<file path="src/rtl/hsync_pkg.sv">
package hsync_pkg;

    localparam int CNT_W  = 8;
    localparam int DATA_W = 8;
    localparam int IDX_W  = 8;
    localparam int END_W  = 5;
    localparam int DLY_W  = 2;

    localparam logic [IDX_W-1:0] IDX_START_PRI = 8'h04;
    localparam logic [IDX_W-1:0] IDX_END_PRI   = 8'h05;
    localparam logic [IDX_W-1:0] IDX_START_ALT = 8'h14;
    localparam logic [IDX_W-1:0] IDX_END_ALT   = 8'h15;

    typedef struct packed {
        logic             blank5;
        logic [DLY_W-1:0] dly;
        logic [END_W-1:0] stop;
    } end_reg_t;

    typedef struct packed {
        logic [CNT_W-1:0] start;
        end_reg_t         fin;
    } pair_t;

    typedef enum logic {
        PAIR_PRI = 1'b0,
        PAIR_ALT = 1'b1
    } pair_sel_e;

    function automatic logic low_match(input logic [CNT_W-1:0] cnt,
                                       input logic [END_W-1:0] stop);
        return cnt[END_W-1:0] == stop;
    endfunction

endpackage

</file>
<file path="src/rtl/hsync_regfile.sv">
module hsync_regfile
    import hsync_pkg::*;
(
    input  logic              clk,
    input  logic              rst,
    input  logic              we,
    input  logic [IDX_W-1:0]  idx,
    input  logic [DATA_W-1:0] wdata,
    input  logic              alt_sel,
    output logic [DATA_W-1:0] rdata,
    output pair_t             sel_pair
);

    pair_t     pri_q;
    pair_t     alt_q;
    pair_sel_e which;

    always_ff @(posedge clk) begin
        if (rst) begin
            pri_q <= '0;
            alt_q <= '0;
        end else if (we) begin
            case (idx)
                IDX_START_PRI: pri_q.start <= wdata;
                IDX_END_PRI:   pri_q.fin   <= end_reg_t'(wdata);
                IDX_START_ALT: alt_q.start <= wdata;
                IDX_END_ALT:   alt_q.fin   <= end_reg_t'(wdata);
                default: ;
            endcase
        end
    end

    always_comb begin
        case (idx)
            IDX_START_PRI: rdata = pri_q.start;
            IDX_END_PRI:   rdata = DATA_W'(pri_q.fin);
            IDX_START_ALT: rdata = alt_q.start;
            IDX_END_ALT:   rdata = DATA_W'(alt_q.fin);
            default:       rdata = '0;
        endcase
    end

    assign which    = pair_sel_e'(alt_sel);
    assign sel_pair = (which == PAIR_ALT) ? alt_q : pri_q;

endmodule

</file>
<file path="src/rtl/hsync_match.sv">
module hsync_match
    import hsync_pkg::*;
(
    input  logic             clk,
    input  logic             rst,
    input  logic             en,
    input  logic [CNT_W-1:0] hcount,
    input  logic [CNT_W-1:0] start,
    input  logic [END_W-1:0] stop,
    output logic             sync_raw
);

    logic hit_start;
    logic hit_stop;

    assign hit_start = (hcount == start);
    assign hit_stop  = low_match(hcount, stop);

    always_ff @(posedge clk) begin
        if (rst) begin
            sync_raw <= 1'b0;
        end else if (en) begin
            if (hit_start)
                sync_raw <= 1'b1;
            else if (hit_stop)
                sync_raw <= 1'b0;
        end
    end

endmodule

</file>
<file path="src/rtl/hsync_delay.sv">
module hsync_delay
    import hsync_pkg::*;
#(
    parameter int DEPTH = 3
) (
    input  logic             clk,
    input  logic             rst,
    input  logic             en,
    input  logic             din,
    input  logic [DLY_W-1:0] sel,
    output logic [DEPTH-1:0] pipe,
    output logic             dout
);

    genvar g;
    generate
        for (g = 0; g < DEPTH; g++) begin : g_stage
            logic prev;
            if (g == 0) begin : g_head
                assign prev = din;
            end else begin : g_tail
                assign prev = pipe[g-1];
            end
            always_ff @(posedge clk) begin
                if (rst)
                    pipe[g] <= 1'b0;
                else if (en)
                    pipe[g] <= prev;
            end
        end
    endgenerate

    always_comb begin
        dout = din;
        for (int k = 1; k <= DEPTH; k++) begin
            if (int'(sel) == k)
                dout = pipe[k-1];
        end
    end

endmodule

</file>
<file path="src/rtl/hsync_gen.sv">
module hsync_gen
    import hsync_pkg::*;
#(
    parameter int DLY_DEPTH = 3
) (
    input  logic              clk,
    input  logic              rst,
    input  logic              cclk_en,
    input  logic [CNT_W-1:0]  hcount,
    input  logic              alt_sel,
    input  logic              reg_we,
    input  logic [IDX_W-1:0]  reg_idx,
    input  logic [DATA_W-1:0] reg_wdata,
    output logic [DATA_W-1:0] reg_rdata,
    output logic              hsync,
    output logic              blank_end_b5
);

    pair_t                sel_pair;
    logic                 sync_raw;
    logic [DLY_DEPTH-1:0] dly_pipe;

    hsync_regfile u_regs (
        .clk      (clk),
        .rst      (rst),
        .we       (reg_we),
        .idx      (reg_idx),
        .wdata    (reg_wdata),
        .alt_sel  (alt_sel),
        .rdata    (reg_rdata),
        .sel_pair (sel_pair)
    );

    hsync_match u_match (
        .clk      (clk),
        .rst      (rst),
        .en       (cclk_en),
        .hcount   (hcount),
        .start    (sel_pair.start),
        .stop     (sel_pair.fin.stop),
        .sync_raw (sync_raw)
    );

    hsync_delay #(.DEPTH(DLY_DEPTH)) u_dly (
        .clk  (clk),
        .rst  (rst),
        .en   (cclk_en),
        .din  (sync_raw),
        .sel  (sel_pair.fin.dly),
        .pipe (dly_pipe),
        .dout (hsync)
    );

    assign blank_end_b5 = sel_pair.fin.blank5;

endmodule

</file>
<file path="config.mk">
export PLATFORM = sky130hd
export DESIGN_NAME = hsync_gen
export DESIGN_NICKNAME = d
export VERILOG_FILES = /design/src/rtl/hsync_pkg.sv /design/src/rtl/hsync_regfile.sv /design/src/rtl/hsync_match.sv /design/src/rtl/hsync_delay.sv /design/src/rtl/hsync_gen.sv
export SDC_FILE = /design/constraint.sdc
export NUM_CORES = 1
export LEC_CHECK = 0
export CAP_MARGIN = 40
export CORE_UTILIZATION = 46
export DETAILED_ROUTE_END_ITERATION = 7
export GPL_TIMING_DRIVEN = 1
export PLACE_DENSITY = 0.73
export SLEW_MARGIN = 20
export SYNTH_ARGS = -nofsm -noshare
export SYNTH_HDL_FRONTEND = slang
export SYNTH_SLANG_ARGS = --single-unit
</file>
<file path="constraint.sdc">
create_clock -name clk -period 1.91 [get_ports clk]
set_clock_uncertainty 0.2 [all_clocks]
set_input_delay 0.382 -clock clk [delete_from_list [all_inputs] [get_ports clk]]
set_output_delay 0.382 -clock clk [all_outputs]
set_load 0.05 [all_outputs]
</file>
==> results.yml <==
cts:
  hold_buffers: 0
  cts_buffer_depth: 2
  path_clk_slew_ns: 0.07
  cts_root_buf: "clkbuf_8"
  insertion_delay_ns: 0.29
  numCtsBuffers: 5
  cts-htree-levels: 2
  cts_sinks: 36
  cts_tree: "yes"
global_route:
  grt.total_usage_pct: 25.9
  grt_start_max_net_pins: 28
  first_global_vias: 1653
  grt_first_pass_wirelength_um: 8250
  antenna_found_initial: 0
  grt-ovfl-total: 0
sta:
  maxSlewHeadroom_pct: 81.9
  min_period_ns: 2.11
  rsz0062_at_grt: "true"
  fin_crit_sh_pct: 110
  hold_ws_ns: 0.312
  fin_setup_tns_ns: -0.976
  finalMaxSlewViolations: 0
  fmax_mhz: 475
  setup_ws_ns: -0.197
  worstMarginPinSlew_ns: 0.272
  setup_violations: 9
  final-hold-violation-count: 0
die:
  die_h_um: 67.1
  initial_utilization_pct: 48.4
  die_w_um: 67.1
  die_area_mm2: 0.00450
  io_pins: 39
  coreArea_mm2: 0.00403
  rows: 23
status:
  violations: "setup timing"
  status: "finished with violations"
power_and_ir_drop:
  power_mw: 1.59
  power.share.sequential_pct: 47.3
  p_int_mw: 1.24
  power.density_mw_per_mm2: 582
  combPwrFrac_pct: 11.1
  p_clk_share_pct: 41.5
  swShare_pct: 22.2
  power.switching_mw: 0.352
  max-vdd-ir-drop_mv: 0.410
  leakagePower_nw: 1.17
finish:
  mostFrequentLayoutCells: "mux2i_1 (48), nor2_1 (35), dfxtp_1 (34)"
  multi_input_area_mm2: 0.00118
  final_layout_size_suffix_gt1_share_pct: 32.2
  final_cell_area_mm2: 0.00273
  final_nets: 267
  nFillCells: 325
  layout_commonest_cell: "mux2i_1"
  final_cells: 289
  area_growth_pct: 40.1
  seqCellArea_um2: 723
  diodes: 0
route:
  viasPerCell: 5.55
  drtIter0Drc: 50
  first_pass_iters: 4
  ant_nets: 0
  drt-wirelength-per-cell_um: 17.9
  wl_um: 5190
  vias: 1603
  drc: 0
flow_run:
  cap_violations: 0
logic_synthesis:
  synth_area_mm2: 0.00195
  synth_cell_types: 23
  synth_fp_nets: 209
  yosysSeqAreaShare_pct: 37.0
  ys_seq_elements: 36
  ys_warn_count: 0
  avgSynthCellArea_um2: 10.8
  netlist_instances: 180
placement:
  placedCellCount: 278
  io_buffers: 38
  dpl.hpwl_um: 3740
  gp_congestion: 0.853
  place_area_mm2: 0.00248
setup_path:
  worstSetupEndpointType: "primary output"
  start_kind: "flop"
  worstPathRequired_ns: 1.33
  cp_max_fo: 3
  critPathKind: "reg2out"
  arrival_ns: 1.52
min_path:
  min_path_type: "reg2reg"
sequential cells by signal, indices dropped and copies added, names as in the netlist:
name and count:
u_regs.pri_q 16, u_dly.g_stage.prev 2, u_match.sync_raw 1, u_dly.pipe 1, u_regs.alt_q 16
power groups by stage:
| stage | combinational [mW] | sequential (mW) | clock, mW |
|---|---|---|---|
| 6_report | 0.177 | 0.752 | 0.660 |
| 3_3_place_gp | 0.164 | 0.769 | 0 |
| 3_5_place_dp | 0.169 | 0.769 | 0 |
| 5_1_grt | 0.187 | 0.751 | 0.699 |
| 4_1_cts | 0.172 | 0.752 | 0.675 |
| 2_1_floorplan | 0.0703 | 0.769 | 0 |
final cells by class:
class                      count  area share (%)
clock inverter                 2            1.28
timing repair buffer          64            24.0
tap                           50            2.29
multi-input combinational    130            43.2
clock buffer                   6            2.66
sequential                    36            26.5
inverter                       1           0.137
worst max-delay path, stage by stage (launching register included):
cell and delay [ns]:
dfxtp_2 0.34, mux2i_2 0.17, mux4_2 0.55, buf_8 0.17
metrics by stage:
step	setup slack [ns]	util [%]
after floorplan	-0.194	-
after global placement	-0.577	61.7
after detailed placement	-0.598	61.7
after CTS	-0.220	66.8
after global routing	-0.241	67.8
final	-0.197	67.8
layer usage:
metal  routed length, µm  up-vias  global-route usage [%]
li1                    -      750                       -
met1                2150      804                    30.1
met2                2740       40                    45.6
met3                 225        9                    5.65
met4                  71        0                    10.1
met5                   0        -                       0
cells in the mapped netlist, drive strengths merged:
cell	number	share of area, %
o21ai	1	0.26
clkbuf	5	0.96
mux4	9	10
xor2	5	2.2
dfxtp	36	37
mux2i	50	26
and3b	1	0.45
mux2	1	0.58
and2	8	2.6
a311o	1	0.51
nand3	2	0.51
nor2	36	7.3
inv	1	0.19
nand3b	1	0.58
nor4	3	1.7
nand4b	3	1.3
buf	8	3.3
nor4b	1	0.77
xnor2	8	3.6
repair_timing:
action                                  CTS  global route
hold endpoints to repair                  0             0
gates resized for setup                  57            14
cloned                                    0             1
endpoints found under the setup margin   43            18
setup buffers                             2             1
pin swaps                                 4             7
path summary, 6_finish.rpt:
check / start / slack, ns / endpoint / cells past startpoint
setup / recovery: u_regs.alt_q[5] / -0.20 / hsync / 3
hold / removal: u_dly.pipe[2] / 0.31 / u_dly.pipe[2] / 2
setup reg to reg: u_regs.alt_q[1] / 0.42 / u_match.sync_raw / 5
hold reg to reg: u_dly.pipe[2] / 0.31 / u_dly.pipe[2] / 2
kinds of logic (layout without fill, tap and decap cells):
family	count (synthesis)	count (layout)	share of synthesized area [%]
mux	60	60	36.7
xor+xnor	13	13	5.84
compound gates	2	2	0.770
simple gates	55	55	15.3
buf+inv	14	73	4.43
flops	36	36	37.0
Note: power is estimated with default switching activity, not from simulation.
